===== src/rtl/wdt_pkg.sv =====
package wdt_pkg;
   localparam int unsigned WDT_DATA_W    = 8;
   localparam int unsigned WDT_F_EN      = 7;
   localparam int unsigned WDT_F_CLR     = 6;
   localparam int unsigned WDT_F_IDLE    = 5;
   localparam int unsigned WDT_F_SEL_LSB = 0;
   localparam int unsigned WDT_SEL_MAX_W = 3;
endpackage


===== src/rtl/wdt_ctrl_reg.sv =====
module wdt_ctrl_reg
   import wdt_pkg::*;
#(
   parameter int unsigned ADDR_W   = 8,
   parameter int unsigned REG_ADDR = 32'h8F,
   parameter int unsigned SEL_W    = 3
) (
   input  logic                  clk,
   input  logic                  rst_n,
   input  logic [ADDR_W-1:0]     sfr_addr,
   input  logic                  sfr_wr,
   input  logic [WDT_DATA_W-1:0] sfr_wdata,
   output logic [WDT_DATA_W-1:0] sfr_rdata,
   output logic                  en_o,
   output logic                  idle_run_o,
   output logic [SEL_W-1:0]      sel_o,
   output logic                  restart_o
);
   localparam logic [ADDR_W-1:0] HIT_ADDR = ADDR_W'(REG_ADDR);

   logic             hit;
   logic             wr_hit;
   logic             en_q;
   logic             idle_q;
   logic [SEL_W-1:0] sel_q;
   logic             unused_wbits;

   assign hit          = (sfr_addr == HIT_ADDR);
   assign wr_hit       = sfr_wr & hit;
   assign restart_o    = wr_hit & sfr_wdata[WDT_F_CLR];
   assign unused_wbits = ^sfr_wdata;

   always_ff @(posedge clk) begin
      if (!rst_n) begin
         en_q   <= 1'b0;
         idle_q <= 1'b0;
         sel_q  <= '0;
      end else if (wr_hit) begin
         en_q   <= sfr_wdata[WDT_F_EN];
         idle_q <= sfr_wdata[WDT_F_IDLE];
         sel_q  <= sfr_wdata[WDT_F_SEL_LSB +: SEL_W];
      end
   end

   always_comb begin
      sfr_rdata = '0;
      if (hit) begin
         sfr_rdata[WDT_F_EN]               = en_q;
         sfr_rdata[WDT_F_IDLE]             = idle_q;
         sfr_rdata[WDT_F_SEL_LSB +: SEL_W] = sel_q;
      end
   end

   assign en_o       = en_q;
   assign idle_run_o = idle_q;
   assign sel_o      = sel_q;

   AST_RSVD_READ_ZERO: assert property (@(posedge clk) disable iff (!rst_n)
      (sfr_rdata[6] == 1'b0) && (sfr_rdata[4:3] == 2'b00));

   AST_FOREIGN_WRITE_IGNORED: assert property (@(posedge clk) disable iff (!rst_n)
      (sfr_wr && !hit) |=> $stable({en_o, idle_run_o, sel_o}));
endmodule


===== src/rtl/wdt_prescaler.sv =====
module wdt_prescaler #(
   parameter int unsigned PRE_W = 14
) (
   input  logic             clk,
   input  logic             rst_n,
   input  logic             clr_i,
   input  logic             run_i,
   output logic             tick_o,
   output logic [PRE_W-1:0] value_o
);
   logic [PRE_W-1:0] cnt_q;

   always_ff @(posedge clk) begin
      if (!rst_n)      cnt_q <= '0;
      else if (clr_i)  cnt_q <= '0;
      else if (run_i)  cnt_q <= cnt_q + PRE_W'(1);
   end

   assign tick_o  = run_i & (&cnt_q);
   assign value_o = cnt_q;

   AST_PRE_CLEARED: assert property (@(posedge clk) disable iff (!rst_n)
      clr_i |=> (value_o == '0));

   AST_TICK_SPACED: assert property (@(posedge clk) disable iff (!rst_n)
      tick_o |=> !tick_o);
endmodule


===== src/rtl/wdt_tap_chain.sv =====
module wdt_tap_chain #(
   parameter int unsigned SEL_W = 3
) (
   input  logic                      clk,
   input  logic                      rst_n,
   input  logic                      clr_i,
   input  logic                      tick_i,
   input  logic [SEL_W-1:0]          sel_i,
   output logic                      tout_o,
   output logic [(1<<SEL_W)-2:0]     upper_o
);
   localparam int unsigned NUM_TAPS = 1 << SEL_W;
   localparam int unsigned UP_W     = NUM_TAPS - 1;

   logic [UP_W-1:0]     up_q;
   logic [NUM_TAPS-1:0] reach;

   assign reach[0] = 1'b1;
   for (genvar n = 1; n < NUM_TAPS; n++) begin : g_reach
      assign reach[n] = reach[n-1] & up_q[n-1];
   end

   assign tout_o = tick_i & reach[sel_i];

   always_ff @(posedge clk) begin
      if (!rst_n)       up_q <= '0;
      else if (clr_i)   up_q <= '0;
      else if (tout_o)  up_q <= '0;
      else if (tick_i)  up_q <= up_q + UP_W'(1);
   end

   assign upper_o = up_q;

   AST_UPPER_RESTART: assert property (@(posedge clk) disable iff (!rst_n)
      tout_o |=> (upper_o == '0));
endmodule


===== src/rtl/wdog_timer.sv =====
module wdog_timer
   import wdt_pkg::*;
#(
   parameter int unsigned ADDR_W   = 8,
   parameter int unsigned REG_ADDR = 32'h8F,
   parameter int unsigned BASE_EXP = 14,
   parameter int unsigned SEL_W    = 3,
   parameter bit          REQ_REG  = 1'b1
) (
   input  logic                  clk,
   input  logic                  rst_n,
   input  logic [ADDR_W-1:0]     sfr_addr,
   input  logic                  sfr_wr,
   input  logic [WDT_DATA_W-1:0] sfr_wdata,
   output logic [WDT_DATA_W-1:0] sfr_rdata,
   input  logic                  idle_i,
   output logic                  wdt_rst_req_o,
   output logic                  wdt_tout_flag_o
);
   localparam int unsigned UP_W = (1 << SEL_W) - 1;

   initial begin
      assert (BASE_EXP >= 1) else $fatal(1, "BASE_EXP must be at least 1");
      assert (SEL_W >= 1 && SEL_W <= WDT_SEL_MAX_W) else $fatal(1, "SEL_W out of range");
      assert (ADDR_W >= 1 && ADDR_W <= 32) else $fatal(1, "ADDR_W out of range");
   end

   logic             en;
   logic             idle_run;
   logic [SEL_W-1:0] sel;
   logic             restart;
   logic             cnt_en;
   logic             clr_all;
   logic             tick;
   logic             tout;
   logic [BASE_EXP-1:0] pre_val;
   logic [UP_W-1:0]  up_val;
   logic             flag_q;

   wdt_ctrl_reg #(.ADDR_W(ADDR_W), .REG_ADDR(REG_ADDR), .SEL_W(SEL_W)) u_reg (
      .clk, .rst_n, .sfr_addr, .sfr_wr, .sfr_wdata, .sfr_rdata,
      .en_o(en), .idle_run_o(idle_run), .sel_o(sel), .restart_o(restart)
   );

   assign cnt_en  = en & (~idle_i | idle_run);
   assign clr_all = restart | ~en;

   wdt_prescaler #(.PRE_W(BASE_EXP)) u_pre (
      .clk, .rst_n, .clr_i(clr_all), .run_i(cnt_en), .tick_o(tick), .value_o(pre_val)
   );

   wdt_tap_chain #(.SEL_W(SEL_W)) u_taps (
      .clk, .rst_n, .clr_i(clr_all), .tick_i(tick), .sel_i(sel),
      .tout_o(tout), .upper_o(up_val)
   );

   always_ff @(posedge clk) begin
      if (!rst_n)    flag_q <= 1'b0;
      else if (tout) flag_q <= 1'b1;
   end
   assign wdt_tout_flag_o = flag_q;

   if (REQ_REG) begin : g_req_reg
      logic req_q;
      always_ff @(posedge clk) begin
         if (!rst_n) req_q <= 1'b0;
         else        req_q <= tout;
      end
      assign wdt_rst_req_o = req_q;

      AST_REQ_WITH_FLAG: assert property (@(posedge clk) disable iff (!rst_n)
         wdt_rst_req_o |-> wdt_tout_flag_o);
      AST_DISABLED_QUIET: assert property (@(posedge clk) disable iff (!rst_n)
         !en |=> !wdt_rst_req_o);
   end else begin : g_req_comb
      assign wdt_rst_req_o = tout;

      AST_DISABLED_QUIET: assert property (@(posedge clk) disable iff (!rst_n)
         !en |-> !wdt_rst_req_o);
   end

   AST_REQ_ONE_CYCLE: assert property (@(posedge clk) disable iff (!rst_n)
      wdt_rst_req_o |=> !wdt_rst_req_o);

   AST_FLAG_STICKY: assert property (@(posedge clk) disable iff (!rst_n)
      wdt_tout_flag_o |=> wdt_tout_flag_o);

   AST_IDLE_HOLD: assert property (@(posedge clk) disable iff (!rst_n)
      (en && idle_i && !idle_run && !restart) |=> $stable({up_val, pre_val}));

   AST_IDLE_RUN: assert property (@(posedge clk) disable iff (!rst_n)
      (en && idle_i && idle_run && !restart) |=> (pre_val == $past(pre_val) + BASE_EXP'(1)));

   AST_DISABLED_ZERO: assert property (@(posedge clk) disable iff (!rst_n)
      !en |=> (pre_val == '0 && up_val == '0));
endmodule


===== config.mk =====
export PLATFORM = sky130hd
export DESIGN_NAME = wdog_timer
export DESIGN_NICKNAME = d
export VERILOG_FILES = /design/src/rtl/wdt_pkg.sv /design/src/rtl/wdt_ctrl_reg.sv /design/src/rtl/wdt_prescaler.sv /design/src/rtl/wdt_tap_chain.sv /design/src/rtl/wdog_timer.sv
export SDC_FILE = /design/constraint.sdc
export NUM_CORES = 1
export LEC_CHECK = 0
export ABC_AREA = 0
export BUFFER_PORTS_ARGS = -buffer_cell sky130_fd_sc_hd__buf_2
export CORE_UTILIZATION = 60
export CTS_BUF_LIST = sky130_fd_sc_hd__clkbuf_8
export DETAILED_ROUTE_END_ITERATION = 10
export GPL_TIMING_DRIVEN = 0
export PLACE_DENSITY_LB_ADDON = 0.05
export REMOVE_ABC_BUFFERS = 1
export SYNTH_ARGS = -nofsm -noshare
export SYNTH_HDL_FRONTEND = slang
export SYNTH_SLANG_ARGS = --single-unit

===== constraint.sdc =====
create_clock -name clk -period 2.8 [get_ports clk]
set_input_delay 0.56 -clock clk [delete_from_list [all_inputs] [get_ports clk]]
set_output_delay 0.56 -clock clk [all_outputs]
set_load 0.01 [all_outputs]

; Yosys cells after proc, flatten, opt, wreduce, memory -nomap -nowiden
; Cells that the tools add are included.
[totals]
output_inout_bits = 10
register_bits = 28
[classes]
n_eq_ne = 1
bitwise_logic = 16
magnitude_cmp = 1
n_mux = 5
n_reduce_logical = 3
n_addsub = 2
[op_table]
columns = op, count
row1 = $add 14x1->14 const B, 1
row2 = $reduce_and 14->1, 1
row3 = $and 1x1->1, 11
row4 = $eq 8x8->1 const B, 1
row5 = $add 7x1->7 const B, 1
row6 = $lt 3x4->1 const B, 1
row7 = $bmux 1 s3, 1
row8 = $mux 1, 3
row9 = $mux 3, 1
row10 = $not 1->1, 3
row11 = $reduce_or 3->1, 1
row12 = $or 1x1->1, 2
row13 = $reduce_or 2->1, 1

; Longest topological paths before layout
; Gate-level depths: netlist of run 1.
[logic_depth]
depth_word = 10
depth_mapped = 7
depth_no_buf = 7

; Modules after synthesis
; A second synthesis of run 1 with hierarchy kept.
[unflattened]
hier_cells = 160
hier_area_um2 = 1450.1
[by_module_without_submodules]
columns = module, cells_each, n_inst, area_each_um2
row1 = wdt_prescaler, 75, 1, 669.4
row2 = wdt_tap_chain, 41, 1, 384.1
row3 = wdt_ctrl_reg, 37, 1, 321.6
row4 = wdog_timer, 7, 1, 75.1

; Worst setup path after synthesis of run 1
; Ideal clock, no wire load.
[synth_path]
kind = input-to-output
from = input port sfr_addr[6]
to = output port sfr_rdata[0]
arrival_time_ps = 1489
stages = 4
slack_ps = 751
path_cell_list = nand2b_1 > nor4_1 > clkbuf_1 > and2_1
[synth_between]
elab_chain_len = 2
[synth_rtl]
columns = item, line
row1 = "start, declared", wdog_timer.sv:12  ; input logic [ADDR_W-1:0] sfr_addr,
row2 = $eq 8x8->1, wdt_ctrl_reg.sv:28  ; assign hit = (sfr_addr == HIT_ADDR);
row3 = $mux 3, wdt_ctrl_reg.sv:47  ; if (hit) begin
row4 = "end, declared", wdog_timer.sv:15  ; output logic [WDT_DATA_W-1:0] sfr_rdata,
; Every way passes these cells.

; Worst setup path after layout of run 1
[layout_path]
from = input port sfr_addr[6]
to = output port sfr_rdata[1]
; Same word-level chain as after synthesis.

==> impl_metrics.yaml, run 1 <==
pwr:
  power_leakage_nw: 0.583
  swShare: 0.185
  p_clk_frac: 0.431
  irDropWorstVdd_v: 0.000399
  p_comb_frac: 0.027
  p_int_mw: 0.600
  power.total_mw: 0.735
  p_per_area_nw_per_um2: 476
  seqPwrFrac: 0.541
  power.switching_mw: 0.136
finish:
  insertedDiodeCount: 0
  fin_cells: 209
  final_common_cell: "dfxtp_1"
  layout.nets: 206
  final_cell_mix: "28 x dfxtp_1, 24 x buf_2, 20 x nand3_1, 16 x nand2_1, 16 x nor2_1"
  drive_above_1_share: 0.176
  syn_to_final_growth_pct: 13.2
  finalCoreUtilization: 0.757
synthesis:
  synth_area_leaders: "dfxtp_1 41%, xor2_1 7.7%, nand3_1 7.3%"
  post-synth-top-area-cell: "dfxtp_1"
  syn-cell-area_sq_um: 1370
  yosys_warnings: 0
  synth_cells: 162
  synth_area_per_cell_sq_um: 8.43
  synth.top_cell.area_share: 0.411
  yosysUniqueCellTypes: 31
  ys_seq_area_frac: 0.411
  synth_seq_cells: 28
detailed_routing:
  via_per_inst: 5.77
  drt_first_pass_iters: 4
  drt-initial-drc-count: 24
  post_drt_wl_per_cell_microns: 13.6
  drt-total-wl_microns: 2840
  vias: 1205
  postRouteAntennaNets: 0
  drcViolationCount: 0
critical_path:
  path_class: "in -> out"
  path_delay_family: "simple AND/OR/NAND/NOR gates"
  arrival_ps: 1850
  regToRegSetupSlack_ps: 890
  critical_path.startpoint_type: "primary input"
  critPathMaxStageDelay_ps: 710
  crit_top_cell: "buf_2"
  rr_worst_depth: 7
  cp-end-kind: "primary output"
  crit_path_cell_trace: "buf_2 -> nand2b_1 -> nor4_2 -> and2_1 -> buf_2"
  crit_fanout: 12
  regToRegEndpoint: "wdt_tout_flag_o$_SDFFE_PN0P_"
  worst-path-buf-inv: 2
  required_ps: 2240
  slowest_stage: "nor4_2"
  rr_startpoint: "u_taps.upper_o[0]$_SDFFE_PP0P_"
clock_tree:
  cts-root-buf: "clkbuf_8"
  clkSinkCount: 28
  cts-buffers-inserted: 3
  cts-htree-levels: 1
  clk_latency_ps: 270
  cts_tree: "built"
  cts_setup_buffers: 0
  hold_buffers: 0
  postCtsResizedCells: 1
  cts_buffer_depth: 2
  clkTransAtPathRegs_ps: 100
outcome:
  outcome: "finished, final reports clean"
place:
  place.gp.congestion: 0.785
  io_buffers: 24
  dp_cells: 205
  dp_hpwl_microns: 2000
floorplanning:
  coreArea_sq_um: 2040
  die_w_microns: 49.7
  io_pins: 30
  die_area_sq_um: 2470
  initial_core_util: 0.669
  die_y_microns: 49.7
  fp-row-count: 16
sta:
  rsz0062_at_grt: "false"
  whs_ps: 495
  finalHoldViolCount: 0
  final_max_slew_viol_count: 0
  min_period_ps: 2410
  finalCritPeriodShare: 0.860
  tightest_slew_ps: 842
  skew_ps: 3.58
  max_freq_ghz: 0.415
  setup_violations: 0
  slew-limit-headroom: 0.434
global_routing:
  grt_overflow_total: 0
  first_global_vias: 1114
  grt_max_degree: 22
  antenna_found_initial: 0
  grt_pass1_wl_microns: 4770
  grt_usage: 0.250
hold_path:
  hp-class: "reg -> reg"
  hold_end: "u_reg.idle_run_o$_SDFFE_PN0N_"
  min_from: "u_reg.idle_run_o$_SDFFE_PN0N_"
  hold_path_depth: 2
run:
  cap_violations: 0
## cell type report
class | instances | area (sq um)
Fill cell | 166 | 497
Clock buffer | 3 | 41.3
Tap cell | 27 | 33.8
Multi-Input combinational cell | 126 | 759
Timing Repair Buffer | 24 | 120
Sequential cell | 28 | 561
Clock inverter | 1 | 30.0
## power groups by stage
| stage | combinational, mW | clock, mW | sequential, mW |
|---|---|---|---|
| floorplan | 0.00521 | 0 | 0.407 |
| global placement | 0.0187 | 0 | 0.407 |
| detailed placement | 0.0195 | 0 | 0.407 |
| CTS | 0.0200 | 0.317 | 0.398 |
| global route | 0.0223 | 0.335 | 0.398 |
| finish | 0.0201 | 0.317 | 0.398 |
## worst max-delay path by stage
stage / slack, ps / end / cells after the start / from
2_1_floorplan: 450 / sfr_rdata[0] / 3 / sfr_addr[6]
3_3_place_gp: -20 / u_pre.value_o[3]$_SDFFE_PP0P_ / 6 / sfr_addr[6]
3_5_place_dp: -120 / u_pre.value_o[0]$_SDFFE_PP0P_ / 6 / sfr_addr[6]
4_1_cts: 390 / sfr_rdata[1] / 5 / sfr_addr[6]
5_1_grt: 240 / sfr_rdata[1] / 5 / sfr_addr[6]
6_report: 390 / sfr_rdata[1] / 5 / sfr_addr[6]
## state kept, by name, indices dropped and copies added, names as in the netlist
signal            cells
u_reg.en_o            1
u_pre.value_o        14
wdt_tout_flag_o       1
u_taps.upper_o        7
wdt_rst_req_o         1
u_reg.idle_run_o      1
u_reg.sel_o           3
## cells by family after synthesis
logic type | count (synthesis) | share of synthesized area
AOI/OAI and AO/OA | 24 | 0.114
xor gates and xnor gates | 13 | 0.0834
adders and majority gates | 3 | 0.0275
buffers and inverters | 10 | 0.0431
DFF | 28 | 0.411
muxes | 1 | 0.00733
other | 1 | 0.00275
and+or+nand+nor | 82 | 0.312
## synth_stat cells
cell	instances
dfxtp_1	28
nand4b_1	3
buf_4	5
xor2_1	12
nand3b_1	1
nand4_1	4
a21oi_2	1
buf_2	2
nand2b_2	1
ha_1	3
conb_1	1
nor2b_1	2
a211oi_1	3
o21ai_0	4
and3_1	8
a21oi_1	8
clkbuf_1	3
xnor2_1	1
a211oi_2	1
and2_1	6
nand2b_1	1
nand2_1	16
nor2_1	16
o21a_1	1
nand3_1	20
nor4_1	1
and4_1	2
a31oi_1	1
mux2i_1	1
a21boi_0	5
nor3b_1	1
## through the flow
step	setup TNS [ps]	cell area [sq um]	setup WS (ps)
floorplan	0	1310	451
global placement	-153	1470	-16.6
detailed placement	-1960	1470	-125
CTS	0	1550	393
global route	0	1550	236
finish	0	1550	392
## worst min-delay path: stages, from the launching register on
cell and delay (ps):
dfxtp_1 330, nand2_1 50, a21boi_0 70
## per-layer routing
layer,track usage,wire length [microns],vias to the layer above,part of all wire
li1,-,-,603,-
met1,0.300,1260,564,0.44
met2,0.437,1430,32,0.50
met3,0.0370,107,6,0.038
met4,0.110,44,0,0.015
met5,0,0,-,0
Note: power is estimated with default switching activity, not from simulation.
==> inputs of run 2 (changes only) <==
- ABC_AREA: 0 -> 1
- CORE_UTILIZATION: 60 -> 61
==> impl_metrics.yaml, run 2 <==
outcome:
  outcome: "finished, final reports clean"
critical_path:
  crit_fanout: 7
  worst-path-buf-inv: 4
  cp-end-kind: "primary output"
  path_delay_family: "simple AND/OR/NAND/NOR gates"
  crit_path_cell_trace: "buf_2 -> inv_1 -> nand2_1 -> nor2_1 -> and2_1 -> inv_1 -> nor2_1 -> buf_2"
  required_ps: 2240
  critical_path.startpoint_type: "primary input"
  critPathMaxStageDelay_ps: 280
  path_class: "in -> out"
  arrival_ps: 1550
  slowest_stage: "and2_1"
sta:
  max_freq_ghz: 0.473
  rsz0062_at_grt: "false"
  finalCritPeriodShare: 0.755
  setup_tns_ps: 0
  finalHoldViolCount: 0
  setup_violations: 0
  skew_ps: 2.07
  min_period_ps: 2110
  final_max_slew_viol_count: 0
synthesis:
  post-synth-top-area-cell: "dfxtp_1"
  synth_area_leaders: "dfxtp_1 35%, nand2_1 17%, inv_1 8.8%"
  yosys_warnings: 0
  synth_common_cells: "73 x nand2_1, 38 x inv_1, 38 x nor2_1"
  synthFlopType: "dfxtp_1"
  synth_cells: 254
  yosysUniqueCellTypes: 27
  synth_edf_count: 0
  ys_seq_area_frac: 0.345
  synth_area_per_cell_sq_um: 6.39
  synth_seq_cells: 28
  yosysMostFrequentCell: "nand2_1"
  ys_async_sr_fraction: 0
  syn-cell-area_sq_um: 1620
  synth.top_cell.area_share: 0.345
finish:
  final_cell_mix: "73 x nand2_1, 38 x inv_1, 38 x nor2_1, 28 x dfxtp_1, 24 x buf_2"
  drive_above_1_share: 0.158
  layout.nets: 303
  fin_area_sq_um: 1810
  syn_to_final_growth_pct: 11.6
  insertedDiodeCount: 0
  final_common_cell: "nand2_1"
  largest_reg_flops: 14
floorplanning:
  fp-row-count: 18
  initial_core_util: 0.649
  coreArea_sq_um: 2500
  die_w_microns: 53.6
  io_pins: 30
  die_area_sq_um: 2870
  die_y_microns: 53.6
clock_tree:
  cts_buffer_depth: 2
  cts-buffers-inserted: 3
  clk_latency_ps: 270
  cts_tree: "built"
  hold_buffers: 0
  cts-root-buf: "clkbuf_8"
  postCtsResizedCells: 0
  cts-htree-levels: 1
  clkSinkCount: 28
  cts_setup_buffers: 0
  clkTransAtPathRegs_ps: 90
detailed_routing:
  drt-total-wl_microns: 3010
  postRouteAntennaNets: 0
  drt-initial-drc-count: 32
  post_drt_wl_per_cell_microns: 9.74
  drt_first_pass_iters: 4
  vias: 1475
  drcViolationCount: 0
  via_per_inst: 4.77
global_routing:
  antenna_found_initial: 0
  first_global_vias: 1074
  grt_usage: 0.214
  grt_pass1_wl_microns: 4530
  grt_max_degree: 16
  grt_overflow_total: 0
pwr:
  p_clk_frac: 0.373
  seqPwrFrac: 0.597
  swShare: 0.200
  p_per_area_nw_per_um2: 368
  power_leakage_nw: 0.754
  power.total_mw: 0.667
  power.switching_mw: 0.133
  irDropWorstVdd_v: 0.000305
  p_int_mw: 0.534
  p_comb_frac: 0.031
run:
  cap_violations: 0
place:
  dp_hpwl_microns: 2290
  place.gp.congestion: 0.746
  placed_area_sq_um: 1760
  io_buffers: 24
hold_path:
  hp-class: "reg -> reg"
[run 2: cell types whose count changed after synthesis, moves of 8 or more]
cell     previous run  this run
and3_1              8         0
inv_1               0        38
xor2_1             12         2
nand2_1            16        73
nor2_1             16        38
[run 2: path summary, 6_finish.rpt]
kind / start / end / slack (ps) / depth (start not counted)
max reg2reg: u_taps.upper_o[0]$_SDFFE_PP0P_ / u_taps.upper_o[2]$_SDFFE_PP0P_ / 1150 / 11
max: sfr_addr[6] / sfr_rdata[7] / 690 / 8
min reg2reg: wdt_tout_flag_o$_SDFFE_PN0P_ / wdt_tout_flag_o$_SDFFE_PN0P_ / 450 / 2
min: wdt_tout_flag_o$_SDFFE_PN0P_ / wdt_tout_flag_o$_SDFFE_PN0P_ / 450 / 2
[run 2: worst register-to-register path, cell delays in order, from the launching register on]
cell and delay, ps:
dfxtp_1 410, ha_1 270, ha_1 210, nand2_1 70
inv_1 60, nand2_1 50, inv_1 50, nand2_1 40
nand2_1 100, nand3_2 80, nand2_2 150, nor2_1 60
[run 2: power groups by stage]
stage               clock network, mW  registers (mW)  logic (mW)
detailed placement                  0           0.407      0.0204
global route                    0.266           0.398      0.0226
CTS                             0.254           0.398      0.0205
floorplan                           0           0.407     0.00668
finish                          0.249           0.398      0.0205
global placement                    0           0.407      0.0202
[run 2: stage by stage]
stage / setup slack (ps) / cells / hold slack, ps / util
after detailed placement: 703 / 305 / 445 / 0.703
after floorplan: 1010 / 251 / 441 / -
final: 685 / 309 / 455 / 0.725
after global routing: 578 / 309 / 491 / 0.725
after global placement: 719 / 305 / 430 / 0.703
after CTS: 694 / 309 / 462 / 0.725
[run 2: cell type report]
| class | instances | area [sq um] |
|---|---|---|
| Timing Repair Buffer | 24 | 120 |
| Sequential cell | 28 | 561 |
| Fill cell | 215 | 688 |
| Multi-Input combinational cell | 185 | 896 |
| Clock buffer | 4 | 55.1 |
| Tap cell | 30 | 37.5 |
| Inverter | 38 | 143 |
[run 2: routing by layer]
metal | routed length (microns) | vias up | track usage
met5 | 0 | - | 0
met4 | 16 | 0 | 0.0658
met3 | 84 | 2 | 0.0254
met2 | 1270 | 27 | 0.327
met1 | 1640 | 617 | 0.312
li1 | - | 829 | -
[run 2: cell families after synthesis]
logic type,after synthesis,share of synthesized area
simple gates,162,0.459
other cells,1,0.00231
fa+ha+maj,3,0.0231
buf+inv,43,0.107
xor+xnor,4,0.0216
flops,28,0.345
compound gates,13,0.0416
==> inputs of run 3 (changes only) <==
- ABC_AREA: 1 -> 0
- CORE_UTILIZATION: 61 -> 55
- clock period: 2.8 -> 2 ns (I/O delays scaled with it)
==> impl_metrics.yaml, run 3 (synthesis results as in run 1) <==
outcome:
  outcome: "finished, final reports clean"
sta:
  tightest_slew_ps: 532
  setup_violations: 0
  skew_ps: 3.85
  finalCritPeriodShare: 0.947
  final_max_slew_viol_count: 0
  max_freq_ghz: 0.528
  slew-limit-headroom: 0.642
  rsz0062_at_grt: "false"
  min_period_ps: 1890
  finalHoldViolCount: 0
  whs_ps: 383
detailed_routing:
  postRouteAntennaNets: 0
  vias: 1183
  via_per_inst: 5.63
  post_drt_wl_per_cell_microns: 12.9
  drt_first_pass_iters: 4
  drcViolationCount: 0
  drt-total-wl_microns: 2710
  drt-initial-drc-count: 16
clock_tree:
  cts-root-buf: "clkbuf_8"
  cts_buffer_depth: 2
  cts_setup_buffers: 0
  cts_tree: "built"
  clkTransAtPathRegs_ps: 90
  cts-buffers-inserted: 3
  hold_buffers: 0
  clk_latency_ps: 270
  cts-htree-levels: 1
  clkSinkCount: 28
finish:
  drive_above_1_share: 0.181
  final_common_cell: "dfxtp_1"
  fin_area_sq_um: 1560
  final_cell_mix: "28 x dfxtp_1, 24 x buf_2, 19 x nand3_1, 16 x nand2_1, 16 x nor2_1"
  fillers: 189
  insertedDiodeCount: 0
  largest_reg_flops: 14
  layout.nets: 206
  syn_to_final_growth_pct: 14.3
critical_path:
  path_class: "in -> out"
  crit_fanout: 12
  critPathMaxStageDelay_ps: 480
  rr_startpoint: "u_taps.upper_o[0]$_SDFFE_PP0P_"
  arrival_ps: 1490
  regToRegSetupSlack_ps: 190
  rr_worst_depth: 7
  crit_path_cell_trace: "buf_2 -> nand2b_1 -> nor4_4 -> and2_1 -> buf_2"
  cp-end-kind: "primary output"
  regToRegEndpoint: "u_taps.upper_o[6]$_SDFFE_PP0P_"
  crit_top_cell: "buf_2"
  critical_path.startpoint_type: "primary input"
  required_ps: 1600
  slowest_stage: "nor4_4"
hold_path:
  hold_end: "u_reg.sel_o[2]$_SDFFE_PN0N_"
  hold_path_depth: 3
  min_from: "sfr_wdata[2]"
  hp-class: "in -> reg"
floorplanning:
  die_area_sq_um: 2690
  die_w_microns: 51.8
  fp-row-count: 17
  initial_core_util: 0.600
  io_pins: 30
  die_y_microns: 51.8
  coreArea_sq_um: 2280
global_routing:
  first_global_vias: 998
  grt_overflow_total: 0
  grt_max_degree: 22
  antenna_found_initial: 0
  grt_pass1_wl_microns: 4310
  grt_use_met1: 0.276
  grt_usage: 0.216
  grt_util_met2: 0.359
  grt_util_met3: 0.0263
  grt_busiest_layer: "met2"
place:
  placed_area_sq_um: 1470
  io_buffers: 24
  place.gp.congestion: 0.748
  dp_hpwl_microns: 1920
pwr:
  irDropWorstVdd_v: 0.000443
  p_per_area_nw_per_um2: 656
  power_leakage_nw: 0.586
run:
  cap_violations: 0
-- run 3: cell type report --
| cell class | instances | area, sq um | area share |
|---|---|---|---|
| repair buffers | 24 | 120 | 0.0770 |
| well taps | 28 | 35.0 | 0.0225 |
| flip-flops and latches | 28 | 561 | 0.359 |
| clock inverters | 1 | 30.0 | 0.0192 |
| clock buffers | 3 | 41.3 | 0.0265 |
| multi-input cells | 126 | 773 | 0.496 |
-- run 3: repair_timing --
action | 4_1_cts | 5_1_grt
endpoints found under the hold margin | 0 | 0
setup endpoints to repair | 31 | 5
resized for setup | 2 | 1
-- run 3: worst max-delay path by stage --
stage                                         from                             to  slack [ps]  cells after the start
floorplan                              sfr_addr[6]  u_pre.value_o[0]$_SDFFE_PP0P_        -150                      5
global placement                       sfr_addr[6]  u_pre.value_o[3]$_SDFFE_PP0P_        -670                      6
detailed placement                     sfr_addr[6]  u_pre.value_o[4]$_SDFFE_PP0P_        -830                      6
CTS                                    sfr_addr[6]                   sfr_rdata[0]          90                      5
global route        u_taps.upper_o[0]$_SDFFE_PP0P_   wdt_tout_flag_o$_SDFFE_PN0P_           8                      7
finish                                 sfr_addr[6]                   sfr_rdata[0]         110                      5
-- run 3: critical path, delay by kind of cell --
kind                   cells  cell delay, ps
buffers and inverters      2             230
and+or+nand+nor            3             860
-- run 3: power by group --
group	internal, mW	switching, mW
sequential	0.557	0.000188
clock	0.268	0.168
combinational	0.0148	0.0151
-- run 3: per-stage QoR --
step                       util  setup TNS, ps  instances  total power, mW  setup WS, ps
after floorplan               -          -3050        154            0.578          -146
after global placement    0.645         -17330        206            0.597          -666
after detailed placement  0.645         -21250        206            0.597          -828
after CTS                 0.683              0        210             1.04          87.4
after global routing      0.686              0        210             1.06          7.56
final                     0.686              0        210             1.02           106
-- run 3: metal layers --
layer | vias to the layer above | routed length, microns
met4 | 0 | 44
met5 | - | 0
met2 | 32 | 1300
met1 | 545 | 1270
li1 | 602 | -
met3 | 4 | 101
